$ cat config.mk
export PLATFORM = sky130hd
export DESIGN_NAME = mlfsr_codec
export DESIGN_NICKNAME = d
export VERILOG_FILES = /design/src/rtl/mlfsr_pkg.sv /design/src/rtl/mlfsr_step.sv /design/src/rtl/mlfsr_bw.sv /design/src/rtl/mlfsr_engine.sv /design/src/rtl/mlfsr_codec.sv
export SDC_FILE = /design/constraint.sdc
export NUM_CORES = 1
export LEC_CHECK = 0
export BUFFER_PORTS_ARGS = -buffer_cell sky130_fd_sc_hd__buf_2
export CAP_MARGIN = 20
export CELL_PAD_IN_SITES_DETAIL_PLACEMENT = 1
export CELL_PAD_IN_SITES_GLOBAL_PLACEMENT = 1
export CORE_ASPECT_RATIO = 0.75
export CORE_MARGIN = 3
export CORE_UTILIZATION = 40
export DETAILED_ROUTE_END_ITERATION = 10
export GPL_TIMING_DRIVEN = 0
export PLACE_DENSITY = 0.78
export SLEW_MARGIN = 10
export SYNTH_ARGS = -nofsm -noshare
export SYNTH_HDL_FRONTEND = slang
export SYNTH_SLANG_ARGS = --single-unit
$ cat constraint.sdc
create_clock -name clk_i -period 17 [get_ports clk_i]
set_input_delay 0.85 -clock clk_i [delete_from_list [all_inputs] [get_ports clk_i]]
set_output_delay 0.85 -clock clk_i [all_outputs]
set_load 0.03 [all_outputs]
$ cat src/rtl/mlfsr_pkg.sv
package mlfsr_pkg;
  localparam int unsigned CODE_W   = 17;
  localparam int unsigned SELP_W   = 5;
  localparam int unsigned SELI_W   = 6;
  localparam int unsigned WORD_W   = 32;
  localparam int unsigned SELP_LSB = 17;
  localparam int unsigned SELI_LSB = 22;

  localparam logic [CODE_W-1:0] CODE_ONE = 17'h18003;
  localparam logic [CODE_W-1:0] CODE_TWO = 17'h10003;

  typedef enum logic [1:0] {
    ST_IDLE,
    ST_RUN,
    ST_RESP
  } ctl_st_e;

  typedef struct packed {
    logic [SELI_W-1:0] seli;
    logic [SELP_W-1:0] selp;
  } bw_t;
endpackage

$ cat src/rtl/mlfsr_step.sv
module mlfsr_step #(
  parameter int unsigned CODE_W  = 17,
  parameter int unsigned LFSR_W  = 15,
  parameter bit          INVERSE = 1'b0
) (
  input  logic [(INVERSE ? LFSR_W : CODE_W)-1:0] cur_i,
  output logic [CODE_W-1:0]                      nxt_o
);
  localparam int unsigned PAD = CODE_W - LFSR_W;

  if (INVERSE) begin : g_inv
    // walk toward the seed: shift left, feedback into bit 0
    assign nxt_o = {{PAD{1'b0}}, cur_i[LFSR_W-2:0], cur_i[0] ^ cur_i[LFSR_W-1]};
  end else begin : g_fwd
    // walk away from the seed: shift right, feedback into the top state bit
    logic fb;
    assign fb    = cur_i[0] ^ cur_i[1];
    assign nxt_o = (cur_i >> 1) | (CODE_W'(fb) << (LFSR_W - 1));
  end
endmodule

$ cat src/rtl/mlfsr_bw.sv
module mlfsr_bw #(
  parameter int unsigned MUL_W  = 16,
  parameter int unsigned SELP_W = 5,
  parameter int unsigned SELI_W = 6
) (
  input  logic [MUL_W-1:0]  mult_i,
  output logic [SELP_W-1:0] selp_o,
  output logic [SELI_W-1:0] seli_o
);
  // ceil(1024/(m+9)) for m >= 60 never exceeds 15
  localparam int unsigned QN   = 15;
  localparam int unsigned PW   = MUL_W + 5;
  localparam int unsigned CW   = $clog2(QN + 2);

  logic [MUL_W:0]  div_d;
  logic [QN-1:0]   under;
  logic [CW-1:0]   ceil_q;

  assign div_d = {1'b0, mult_i} + (MUL_W + 1)'(9);

  for (genvar q = 1; q <= QN; q++) begin : g_quot
    logic [PW-1:0] prod;
    assign prod         = PW'(q) * PW'(div_d);
    assign under[q-1]   = prod < PW'(1024);
  end

  assign ceil_q = CW'($countones(under)) + CW'(1);

  always_comb begin
    if (mult_i < MUL_W'(60)) selp_o = SELP_W'(mult_i[5:1]) + SELP_W'(1);
    else                     selp_o = SELP_W'(31);

    if      (mult_i > MUL_W'(16384)) seli_o = SELI_W'(1);
    else if (mult_i > MUL_W'(8192))  seli_o = SELI_W'(2);
    else if (mult_i > MUL_W'(2048))  seli_o = SELI_W'(4);
    else if (mult_i >= MUL_W'(501))  seli_o = SELI_W'(8);
    else if (mult_i >= MUL_W'(60))   seli_o = SELI_W'({ceil_q, 2'b00});
    else                             seli_o = SELI_W'(mult_i[5:0] & 6'h3c) + SELI_W'(4);
  end
endmodule

$ cat src/rtl/mlfsr_engine.sv
module mlfsr_engine #(
  parameter int unsigned CODE_W = 17,
  parameter int unsigned LFSR_W = 15,
  parameter int unsigned CNT_W  = 16
) (
  input  logic              clk_i,
  input  logic              rst_ni,
  input  logic              start_i,
  input  logic              inv_i,
  input  logic [CODE_W-1:0] load_state_i,
  input  logic [CNT_W-1:0]  load_cnt_i,
  output logic              busy_o,
  output logic              done_o,
  output logic [CODE_W-1:0] state_o,
  output logic [CNT_W-1:0]  cnt_o
);
  localparam logic [CODE_W-1:0] SEED = CODE_W'(1) << (LFSR_W - 1);

  logic              busy_q, inv_q, hit;
  logic [CODE_W-1:0] state_q, fwd_nxt, inv_nxt;
  logic [CNT_W-1:0]  cnt_q;

  mlfsr_step #(.CODE_W(CODE_W), .LFSR_W(LFSR_W), .INVERSE(1'b0)) u_fwd (
    .cur_i(state_q),
    .nxt_o(fwd_nxt)
  );

  mlfsr_step #(.CODE_W(CODE_W), .LFSR_W(LFSR_W), .INVERSE(1'b1)) u_inv (
    .cur_i(state_q[LFSR_W-1:0]),
    .nxt_o(inv_nxt)
  );

  // forward walk ends on step count, backward walk also on reaching the seed
  assign hit    = inv_q ? ((state_q == SEED) || (cnt_q == '0)) : (cnt_q == '0);
  assign done_o = busy_q && hit;
  assign busy_o = busy_q;
  assign state_o = state_q;
  assign cnt_o   = cnt_q;

  always_ff @(posedge clk_i or negedge rst_ni) begin
    if (!rst_ni) begin
      busy_q  <= 1'b0;
      inv_q   <= 1'b0;
      state_q <= '0;
      cnt_q   <= '0;
    end else if (start_i) begin
      busy_q  <= 1'b1;
      inv_q   <= inv_i;
      state_q <= load_state_i;
      cnt_q   <= load_cnt_i;
    end else if (busy_q) begin
      if (hit) begin
        busy_q <= 1'b0;
      end else begin
        state_q <= inv_q ? inv_nxt : fwd_nxt;
        cnt_q   <= cnt_q - CNT_W'(1);
      end
    end
  end

  AST_ONE_STEP_PER_CLK: assert property (@(posedge clk_i) disable iff (!rst_ni)
    busy_q && !hit && !start_i |=> cnt_q == $past(cnt_q) - CNT_W'(1)) else $error("step");
  AST_FWD_NONZERO: assert property (@(posedge clk_i) disable iff (!rst_ni)
    busy_q && !inv_q |-> state_q != '0) else $error("fwd zero");
  AST_NO_RESTART: assert property (@(posedge clk_i) disable iff (!rst_ni)
    start_i |-> !busy_q) else $error("restart");
endmodule

$ cat src/rtl/mlfsr_codec.sv
module mlfsr_codec
  import mlfsr_pkg::*;
#(
  parameter int unsigned LFSR_W = 15,
  parameter int unsigned MUL_W  = LFSR_W + 1
) (
  input  logic              clk_i,
  input  logic              rst_ni,
  input  logic              req_valid_i,
  output logic              req_ready_o,
  input  logic              req_dec_i,
  input  logic [MUL_W-1:0]  req_mult_i,
  input  logic [CODE_W-1:0] req_code_i,
  output logic              rsp_valid_o,
  input  logic              rsp_ready_i,
  output logic [WORD_W-1:0] rsp_word_o,
  output logic [MUL_W-1:0]  rsp_mult_o,
  output logic              rsp_invalid_o
);
  localparam logic [MUL_W-1:0]  MAX_M = MUL_W'(1) << LFSR_W;
  localparam logic [CODE_W-1:0] SEED  = CODE_W'(1) << (LFSR_W - 1);
  localparam int unsigned       PADW  = WORD_W - SELI_LSB - SELI_W;

  ctl_st_e           st_q;
  logic              dec_q, inval_q;
  logic [CODE_W-1:0] code_q;
  logic [MUL_W-1:0]  mult_q;

  logic              accept, enc_special, dec_special, eng_start;
  logic              eng_busy, eng_done;
  logic [CODE_W-1:0] eng_state, eng_load_state;
  logic [MUL_W-1:0]  eng_cnt, eng_load_cnt;
  bw_t               bw;

  assign accept      = req_valid_i && (st_q == ST_IDLE);
  assign enc_special = req_mult_i <= MUL_W'(2);
  assign dec_special = (req_code_i == CODE_ONE) || (req_code_i == CODE_TWO);
  assign eng_start   = accept && (req_dec_i ? !dec_special : !enc_special);

  always_comb begin
    if (req_dec_i) begin
      eng_load_state = req_code_i;
      eng_load_cnt   = MAX_M + MUL_W'(1);
    end else begin
      eng_load_state = SEED;
      eng_load_cnt   = (req_mult_i > MAX_M) ? '0 : (MAX_M - req_mult_i + MUL_W'(1));
    end
  end

  mlfsr_engine #(.CODE_W(CODE_W), .LFSR_W(LFSR_W), .CNT_W(MUL_W)) u_engine (
    .clk_i       (clk_i),
    .rst_ni      (rst_ni),
    .start_i     (eng_start),
    .inv_i       (req_dec_i),
    .load_state_i(eng_load_state),
    .load_cnt_i  (eng_load_cnt),
    .busy_o      (eng_busy),
    .done_o      (eng_done),
    .state_o     (eng_state),
    .cnt_o       (eng_cnt)
  );

  mlfsr_bw #(.MUL_W(MUL_W), .SELP_W(SELP_W), .SELI_W(SELI_W)) u_bw (
    .mult_i(mult_q),
    .selp_o(bw.selp),
    .seli_o(bw.seli)
  );

  always_ff @(posedge clk_i or negedge rst_ni) begin
    if (!rst_ni) begin
      st_q    <= ST_IDLE;
      dec_q   <= 1'b0;
      inval_q <= 1'b0;
      code_q  <= '0;
      mult_q  <= '0;
    end else begin
      unique case (st_q)
        ST_IDLE: if (accept) begin
          dec_q   <= req_dec_i;
          inval_q <= 1'b0;
          if (req_dec_i) begin
            code_q <= req_code_i;
            mult_q <= (req_code_i == CODE_ONE) ? MUL_W'(1) : MUL_W'(2);
            st_q   <= dec_special ? ST_RESP : ST_RUN;
          end else begin
            mult_q <= req_mult_i;
            unique case (req_mult_i[1:0])
              2'd1:    code_q <= CODE_ONE;
              2'd2:    code_q <= CODE_TWO;
              default: code_q <= '0;
            endcase
            st_q <= enc_special ? ST_RESP : ST_RUN;
          end
        end
        ST_RUN: if (eng_done) begin
          if (dec_q) begin
            mult_q  <= eng_cnt;
            inval_q <= (eng_cnt == '0);
          end else begin
            code_q <= eng_state;
          end
          st_q <= ST_RESP;
        end
        ST_RESP: if (rsp_ready_i) st_q <= ST_IDLE;
        default: st_q <= ST_IDLE;
      endcase
    end
  end

  assign req_ready_o   = (st_q == ST_IDLE);
  assign rsp_valid_o   = (st_q == ST_RESP);
  assign rsp_mult_o    = mult_q;
  assign rsp_invalid_o = inval_q;
  assign rsp_word_o    = {{PADW{1'b0}}, bw.seli, bw.selp, code_q};

  AST_RSP_HOLD: assert property (@(posedge clk_i) disable iff (!rst_ni)
    rsp_valid_o && !rsp_ready_i |=> rsp_valid_o && $stable(rsp_word_o)
      && $stable(rsp_mult_o) && $stable(rsp_invalid_o)) else $error("hold");
  AST_INVALID_ZERO: assert property (@(posedge clk_i) disable iff (!rst_ni)
    rsp_valid_o && rsp_invalid_o |-> rsp_mult_o == '0) else $error("invalid");
  AST_ENC_TOP: assert property (@(posedge clk_i) disable iff (!rst_ni)
    rsp_valid_o && !dec_q && mult_q == MAX_M |-> code_q == (SEED >> 1)) else $error("top");
  AST_SPECIAL_FAST: assert property (@(posedge clk_i) disable iff (!rst_ni)
    accept && !req_dec_i && req_mult_i == MUL_W'(1) |=> rsp_valid_o
      && rsp_word_o[CODE_W-1:0] == CODE_ONE) else $error("special");
  AST_SELI_NONZERO: assert property (@(posedge clk_i) disable iff (!rst_ni)
    rsp_valid_o |-> rsp_word_o[SELI_LSB +: SELI_W] != '0) else $error("seli");
  AST_BUSY_RUN: assert property (@(posedge clk_i) disable iff (!rst_ni)
    eng_busy |-> !req_ready_o) else $error("busy");
endmodule

# After elaboration in Yosys (flattened, before gate mapping)
# Index checks and enable logic that the tools add are counted.
[word_totals] regBits=72 in_bits=38 output_inout_bits=51 elab_cells=140
[classes] add_sub_neg=21 mul=11 magnitude_cmp=23 eq_ne=13 muxes=44 bitwise=3 reduce_logical=16
[ops] cell="16-bit two-way mux" n=10
[ops] cell="21-bit by 11-bit < comparator with 1-bit output (second input constant)" n=7
[ops] cell="17-bit two-way mux" n=8
[ops] cell="4-bit by 17-bit multiplier with 21-bit output (first input constant)" n=4
[ops] cell="20-bit by 11-bit < comparator with 1-bit output (second input constant)" n=4
[ops] cell="3-bit by 17-bit multiplier with 20-bit output (first input constant)" n=4
[ops] cell="17-bit case mux with 2 select lines" n=2
[ops] cell="2-bit by 17-bit multiplier with 19-bit output (first input constant)" n=3
[ops] cell="19-bit by 11-bit < comparator with 1-bit output (second input constant)" n=2
[ops] cell="17-bit == test (second input constant)" n=2
[ops] cell="16-bit case mux with 2 select lines" n=1
[ops] cell="6-bit two-way mux" n=5
[ops] cell="4-bit adder" n=6
[ops] cell="18-bit by 11-bit < comparator with 1-bit output (second input constant)" n=1
[ops] cell="16-bit by 4-bit adder with 17-bit output (second input constant)" n=1
[ops] cell="17-bit by 15-bit == test with 1-bit output (second input constant)" n=1
[ops] cell="17-bit by 11-bit < comparator with 1-bit output (second input constant)" n=1
[ops] cell="16-bit by 1-bit adder with 16-bit output (second input constant)" n=1
[ops] cell="16-bit by 6-bit >= comparator with 1-bit output (second input constant)" n=1
[ops] cell="16-bit by 9-bit >= comparator with 1-bit output (second input constant)" n=1
[ops] cell="16-bit by 12-bit greater-than comparator with 1-bit output (second input constant)" n=1
[ops] cell="16-bit by 14-bit greater-than comparator with 1-bit output (second input constant)" n=1
[ops] cell="16-bit by 15-bit greater-than comparator with 1-bit output (second input constant)" n=1
[ops] cell="16-bit greater-than comparator (second input constant)" n=1
[ops] cell="29 further kinds" n=62

# Logic depth before layout (Yosys ltp)
# Gate-level depths: netlist of the first run.
[logic_depth] ltp_word=13 mapped_depth=33 mapped_depth_nobuf=32

# Cells and area by module
# Synthesis of the first run repeated with hierarchy kept, for this count alone.
[unflattened] cells_unflattened=1446 area_unflattened_um2=12275.5
[modules_own_cells] mod="mlfsr_bw" instances=1 cells_per_inst=890 area_each_um2=7390.8 seq_area_each_um2=0.0
[modules_own_cells] mod="mlfsr_codec" instances=1 cells_per_inst=290 area_each_um2=2449.8 seq_area_each_um2=925.9
[modules_own_cells] mod="mlfsr_engine" instances=1 cells_per_inst=229 area_each_um2=2163.3 seq_area_each_um2=875.8
[modules_own_cells] mod="mlfsr_step at u_engine.u_fwd" instances=1 cells_per_inst=19 area_each_um2=138.9 seq_area_each_um2=0.0
[modules_own_cells] mod="mlfsr_step at u_engine.u_inv" instances=1 cells_per_inst=18 area_each_um2=132.6 seq_area_each_um2=0.0

# Least setup slack after synthesis of the first run
# Ideal clock, no wire load.
[synth_path] path_type="reg2out" start="reg mult_q[2] (netlist: rsp_mult_o[2])" end="out rsp_word_o[27]" t_arrival_ps=8740 t_required_ps=16150 setup_slack_ps=7410 stages_incl_launch_ff=32 path_buffers=0 path_cell_list="dfrtp_1 -> ha_1 -> and2_1 -> o21ai_1 -> nor2_1 -> and3_1 -> xnor2_1 -> inv_1 -> ha_1 -> inv_1 -> fa_1 -> inv_1 -> ha_1 -> o21a_1 -> o21ai_0 -> a31oi_1 -> or4b_1 -> a31o_2 -> nand3_1 -> o21ai_0 -> o2111a_1 -> ha_1 -> fa_1 -> fa_1 -> inv_1 -> fa_1 -> inv_1 -> ha_1 -> a21o_1 -> a21oi_1 -> xnor2_1 -> a211oi_1"
[synth_via] elab_chain_cells=13 elab_cells_between_ends=53 cone_classes="add/sub (17); mul (11); order compare (20); mux (5)"
[synth_lines] item="from (decl)" line="mlfsr_codec.sv:27" source="logic [MUL_W-1:0] mult_q;"
[synth_lines] item="from (signal assigned)" line="mlfsr_codec.sv:83" source="mult_q <= (req_code_i == CODE_ONE) ? MUL_W'(1) : MUL_W'(2);"
[synth_lines] item="from (signal assigned)" line="mlfsr_codec.sv:86" source="mult_q <= req_mult_i;"
[synth_lines] item="from (signal assigned)" line="mlfsr_codec.sv:97" source="mult_q <= eng_cnt;"
[synth_lines] item="16-bit by 4-bit adder with 17-bit output" line="mlfsr_bw.sv:19" source="assign div_d = {1'b0, mult_i} + (MUL_W + 1)'(9);"
[synth_lines] item="4-bit by 17-bit multiplier with 21-bit output, or another cell as far along" line="mlfsr_bw.sv:23" source="assign prod = PW'(q) * PW'(div_d);"
[synth_lines] item="21-bit by 11-bit < comparator with 1-bit output, or another cell as far along" line="mlfsr_bw.sv:24" source="assign under[q-1] = prod < PW'(1024);"
[synth_lines] item="1-bit by 1-bit adder with 2-bit output (implied by the code)" line="mlfsr_bw.sv:27" source="assign ceil_q = CW'($countones(under)) + CW'(1);"
[synth_lines] item="4-bit adder (implied by the code) or 4-bit by 1-bit adder with 4-bit output (tied branches)" line="mlfsr_bw.sv:27"
[synth_lines] item="4-bit adder (implied by the code) (2 in a row)" line="mlfsr_bw.sv:27"
[synth_lines] item="4-bit by 2-bit adder with 4-bit output" line="mlfsr_bw.sv:27"
[synth_lines] item="6-bit two-way mux" line="mlfsr_bw.sv:37" source="else if (mult_i >= MUL_W'(60)) seli_o = SELI_W'({ceil_q, 2'b00});"
[synth_lines] item="6-bit two-way mux" line="mlfsr_bw.sv:36" source="else if (mult_i >= MUL_W'(501)) seli_o = SELI_W'(8);"
[synth_lines] item="6-bit two-way mux" line="mlfsr_bw.sv:35" source="else if (mult_i > MUL_W'(2048)) seli_o = SELI_W'(4);"
[synth_lines] item="6-bit two-way mux" line="mlfsr_bw.sv:34" source="else if (mult_i > MUL_W'(8192)) seli_o = SELI_W'(2);"
[synth_lines] item="6-bit two-way mux *" line="mlfsr_bw.sv:33" source="if (mult_i > MUL_W'(16384)) seli_o = SELI_W'(1);"
[synth_lines] item="to (decl)" line="mlfsr_codec.sv:16" source="output logic [WORD_W-1:0] rsp_word_o,"
# Every way passes the cells marked *; elsewhere a longest branch is shown, timed or not.

# Worst setup path in the final report of the first run
# Ends and elaborated chain as after synthesis.

==> metrics, run 1 <==
starting density of the core 0.412; Synth Flop Type dfrtp_1; post-route ant nets 0; RR Endpoint code_q[1]; initial antenna violation count 0; DIE HEIGHT 154 um; adder-cell share of the synthesized area 0.299; IO Port Bufs 83; Syn Std Cell Area between 10,000 and 15,000 um2; CP arrival between 10 and 15 ns; Post-Syn Instances 1,421; main combinational cell family by area after synthesis adder cells; Worst-path clk slew 0.06 ns; kind of critical path reg -> out; fmax around 0.09 GHz; DRC 0; Final Hold Viols 0; number of synthesized flops with an enable pin 0; clock skew 0.0140 ns; post-synthesis xor/xnor area fraction 0.0643; nets roughly 1,800; Total Routing Usage GR 0.247; max incr delay on CP 0.81 ns; DR iter-0 viols 772; Post-synth ARST share 1.00; Setup TNS Final 0 ns; endpoint class of the critical path output pin; Tmin final 11.19 ns; count leader, synth ha_1; site row count 53; diode count 0; post-cts sizing count 0; Synth top area share 0.181; max-slew violation count 0; compound-cell area share of the yosys netlist 0.184; cts hold-fix bufs 0; largest net degree at the start of global routing 43; I/O pin total between 80 and 90; area leader, netlist ha_1; commonest cells in the netlist 169 x ha_1, 157 x inv_1, 116 x nor2_1, 109 x a21oi_1, 109 x nand2_1; fin crit share 0.658; DP HPWL 31.4 mm; dpl cells about 1,900; simple-gate share of the synthesized area 0.198; Slew @ Worst Pin 1.04 ns; CTS tree yes; Critical R2R Launch u_engine.state_o[0]; Avg Cell Area, Syn a little over 8 um2; global route overflow 0; Synth Register Bits 72; CTS Sinks ~70; Critical-path top delay cell xnor2_1; vias 11,000; CP required about 16 ns; P&R area growth vs syn 11.2%; die area 31,400 um2; DRT Pass-1 Iters 5; WL/cell 20.1 um; # Max-Cap Violations 0; final setup vio count 0; Worst Hold Class in -> async; Synth area leaders ha_1 18%, dfrtp_1 15%, fa_1 12%; reg2reg setup slack 13.90 ns; share of cells above drive strength 1 0.101; Num CTS Buffers 9; Post-Route WL 38.4 mm; Netlist cell types 87; status finished, final reports clean; RSZ-0062 raised after global routing false; Die W 203 um; final cell count without fillers 1,914; Yosys warning count 0; first-pass GRT wire length 62.5 mm; final design utilization 0.458; Root Buffer Master clkbuf_16; Slew headroom 0.301; Core Region 28,400 um2; sequential area share after synthesis 0.154; CP startpoint kind register; post-synthesis mux area share 0.0279; Hold Slack between 0.4 and 0.5 ns; Placer Congestion 0.884; DR vias/cell 5.75; reg2reg path depth 10; crit path max fanout 9; buffer depth of the longest clock path 2; number of global-route vias before repair 11,300; clk_lat worst skew 0.35 ns; Post-CTS Setup Inserts 0; number of H-tree levels 3
-- worst max-delay path: cells and delay by family (launching register included) --
family / cells / cell delay [ns]
AOI/OAI and AO/OA: 10 / 2.29
xor gates and xnor gates: 2 / 0.97
adders and majority gates: 9 / 3.80
buffers and inverters: 6 / 1.02
DFF: 1 / 0.52
muxes: 1 / 0.12
and+or+nand+nor: 4 / 1.25
-- flip-flops by register name, indices dropped and copies added (netlist names) --
signal,flops
code_q,17
u_engine.state_o,17
rsp_mult_o,16
u_engine.cnt_o,16
st_q,2
dec_q,1
rsp_invalid_o,1
u_engine.busy_o,1
u_engine.inv_q,1
-- cells by family after synthesis --
family | Yosys count
other | 1
buffers and inverters | 209
adders and majority gates | 238
xor gates and xnor gates | 85
AOI/OAI and AO/OA | 338
DFF | 72
and+or+nand+nor | 446
muxes | 32
-- worst max-delay path by stage --
stage	startpoint	endpoint
2_1_floorplan	rsp_mult_o[2]	rsp_word_o[27]
3_3_place_gp	rsp_mult_o[2]	rsp_word_o[25]
3_5_place_dp	rsp_mult_o[2]	rsp_word_o[27]
4_1_cts	rsp_mult_o[2]	rsp_word_o[27]
5_1_grt	rsp_mult_o[2]	rsp_word_o[27]
6_report	rsp_mult_o[2]	rsp_word_o[27]
-- area by class of cell --
cell class / count / area, um2
tap: 385 / 482
fill: 3562 / 15400
clock buffer: 10 / 239
inverter: 159 / 597
multi-input combinational: 1143 / 9070
sequential: 72 / 1800
buffer: 50 / 263
clock inverter: 6 / 65.1
timing repair buffer: 89 / 490
-- cells in the final DEF, fill, tap and decap left out, types with 56 or more instances in the layout --
| cell | Yosys | routed |
|---|---|---|
| o21ai_0 | 74 | 74 |
| buf_2 | 6 | 88 |
| fa_1 | 69 | 69 |
| dfrtp_1 | 72 | 72 |
| inv_1 | 157 | 157 |
| xnor2_1 | 58 | 56 |
| nand2_1 | 109 | 109 |
| ha_1 | 169 | 169 |
| nor2_1 | 116 | 116 |
| a21oi_1 | 109 | 109 |
-- per-stage QoR --
step | worst slack [ns] | area (um2)
global placement | 6.01 | 12600
floorplan | 7.41 | 11700
global route | 5.35 | 13000
CTS | 5.91 | 13000
detailed placement | 6.30 | 12700
finish | 5.81 | 13000
-- per-layer routing --
metal	wire length (um)	global-route usage
met4	596	0.0468
met5	0	0
met2	16800	0.383
met1	18600	0.366
met3	2480	0.0389
Power of run 1 is left out: the tool's default activity adds up to more than one toggle a clock period on the data nets, which glitch-free logic cannot reach.
==> inputs of run 2 (changes only) <==
--- a/config.mk
+++ b/config.mk
@@ -14,7 +14,7 @@
 export CORE_UTILIZATION = 40
 export DETAILED_ROUTE_END_ITERATION = 10
 export GPL_TIMING_DRIVEN = 0
-export PLACE_DENSITY = 0.78
+export PLACE_DENSITY = 0.8
 export SLEW_MARGIN = 10
 export SYNTH_ARGS = -nofsm -noshare
 export SYNTH_HDL_FRONTEND = slang
==> constraint.sdc (replaced) <==
create_clock -name clk_i -period 9.1 [get_ports clk_i]
set_input_delay 0.455 -clock clk_i [delete_from_list [all_inputs] [get_ports clk_i]]
set_output_delay 0.455 -clock clk_i [all_outputs]
set_load 0.03 [all_outputs]
==> metrics, run 2 (synthesis results as in run 1) <==
status finished, final reports clean (unchanged); Final Hold Viols 0 (unchanged); DRC 0 (unchanged); Hold Slack 0.328 ns (was 0.441 ns); number of global-route vias before repair 11,600 (was 11,300); dpl cells 1,898 (unchanged); Critical-path top delay cell fa_1 (was xnor2_1); worst hold start rsp_ready_i; Core Region 28,400 um2 (unchanged); CP startpoint kind register (unchanged); DRT Pass-1 Iters 6 (was 5); global route overflow 0 (unchanged); fin crit share 0.986; DP HPWL 31.0 mm (was 31.4 mm); first-pass GRT wire length 64.5 mm (was 62.5 mm); share of cells above drive strength 1 0.172 (was 0.101); Root Buffer Master clkbuf_16 (unchanged); max incr delay on CP 0.57 ns (was 0.81 ns); Fillers 3,514 (was 3,562); P&R area growth vs syn 18.6% (was 11.2%); die area 31,400 um2 (unchanged); Crit. Startpoint rsp_mult_o[3] (was rsp_mult_o[2]); vias 11,400 (was 11,000); Tmin final 8.97 ns; endpoint class of the critical path output pin (unchanged); Critical R2R Launch u_engine.state_o[0] (unchanged); Die W 203 um (unchanged); DR vias/cell 5.84 (was 5.75); Num CTS Buffers 9 (unchanged); Slew @ Worst Pin 0.988 ns (was 1.04 ns); reg2reg path depth 10 (unchanged); CTS Sinks 72 (unchanged); clk_lat worst skew 0.34 ns (was 0.35 ns); RR Endpoint code_q[1] (unchanged); Total Routing Usage GR 0.252 (was 0.247); nets 1,846 (was 1,800); CTS tree yes (unchanged); DR iter-0 viols 692 (was 772); largest net degree at the start of global routing 54 (was 43); DIE HEIGHT 154 um (unchanged); CP required 8.65 ns (was 16.15 ns); final setup vio count 0 (unchanged); fmax about 0.11 GHz; final design utilization 0.489 (was 0.458); most common cell after layout, fill and taps aside ha_1 (unchanged); CP arrival 8.52 ns (was 10.34 ns); most frequent cells in the layout 161 x ha_1, 148 x inv_1, 111 x nor2_1 (was 169 x ha_1, 157 x inv_1, 116 x nor2_1); crit path max fanout 10 (was 9); IO Port Bufs 83 (unchanged); initial antenna violation count 0 (unchanged); diode count 0 (unchanged); # Max-Cap Violations 0 (unchanged); Worst Hold Class in -> reg (was in -> async); clock skew 0.0123 ns (was 0.0140 ns); final cell count without fillers 1,960 (was 1,914); number of H-tree levels 3 (unchanged); I/O pin total 89 (unchanged); starting density of the core 0.412 (unchanged); Placer Congestion 0.911 (was 0.884); cell repeated most along the worst path inv_1; buffer depth of the longest clock path 2 (unchanged); Worst-path clk slew 0.06 ns (about the same); post-route ant nets 0 (unchanged); site row count 53 (unchanged); WL/cell 21.3 um (was 20.1 um); kind of critical path reg -> out (unchanged); crit path to rsp_word_o[27] (unchanged); Slew headroom 0.335 (was 0.301); max-slew violation count 0 (unchanged); Post-Route WL 41.7 mm (was 38.4 mm); reg2reg setup slack 5.99 ns (was 13.90 ns)
run 2: changes by cell type in the layout (fill, tap and decap cells not counted), moves of 8 or more:
cell,change
inv_1,-9
ha_1,-8
buf_4,+47
clkinvlp_4,+8
xnor2_1,-8
run 2: worst min path at each step:
stage / depth (start not counted) / to / slack (ns)
after floorplan: 0 / code_q[0] / 0.16
after global placement: 1 / code_q[16] / 0.47
after detailed placement: 1 / code_q[6] / 0.37
after CTS: 2 / st_q[1] / 0.32
after global routing: 2 / st_q[1] / 0.33
final: 2 / st_q[1] / 0.33
run 2: timing repair:
| action | CTS | global route |
|---|---|---|
| gates resized for setup | 46 | 55 |
| hold buffers | 1 | 0 |
| pin swaps | 6 | 16 |
| setup buffers | 20 | 27 |
| endpoints found under the hold margin | 15 | 0 |
| endpoints found under the setup margin | 4 | 4 |
run 2: per-stage QoR:
step / worst slack (ns) / instance area [um2] / TNS (ns)
after detailed placement: -1.19 / 12700 / -3.79
after CTS: 0.00534 / 13400 / 0
final: 0.127 / 13900 / 0
after global placement: -1.38 / 12600 / -5.03
after floorplan: 0.0480 / 11700 / 0
after global routing: -0.121 / 13900 / -0.209
run 2: critical path, delay by kind of cell, from the launching register on:
family	cells	cell delay [ns]
compound gates	10	1.93
xor+xnor	2	0.46
fa+ha+maj	9	3.29
buf+inv	9	1.16
flops	1	0.46
mux	1	0.12
simple gates	2	0.76
run 2: per-layer routing:
metal | wire length, um | vias up | share of wire | GRT usage
met3 | 2090 | 71 | 0.050 | 0.0275
met5 | 0 | - | 0 | 0
li1 | - | 5308 | - | -
met2 | 19500 | 332 | 0.47 | 0.408
met4 | 906 | 0 | 0.022 | 0.0540
met1 | 19200 | 5727 | 0.46 | 0.364
run 2: layout make-up:
cell class / count / area (um2) / share of cell area
clock inverters: 7 / 62.6 / 0.00451
plain buffers: 48 / 273 / 0.0197
clock buffers: 9 / 225 / 0.0162
multi-input cells: 1143 / 9530 / 0.687
inverters: 159 / 624 / 0.0450
flip-flops and latches: 72 / 1810 / 0.130
well taps: 385 / 482 / 0.0347
repair buffers: 137 / 876 / 0.0631
Power of run 2 is left out for the same reason.
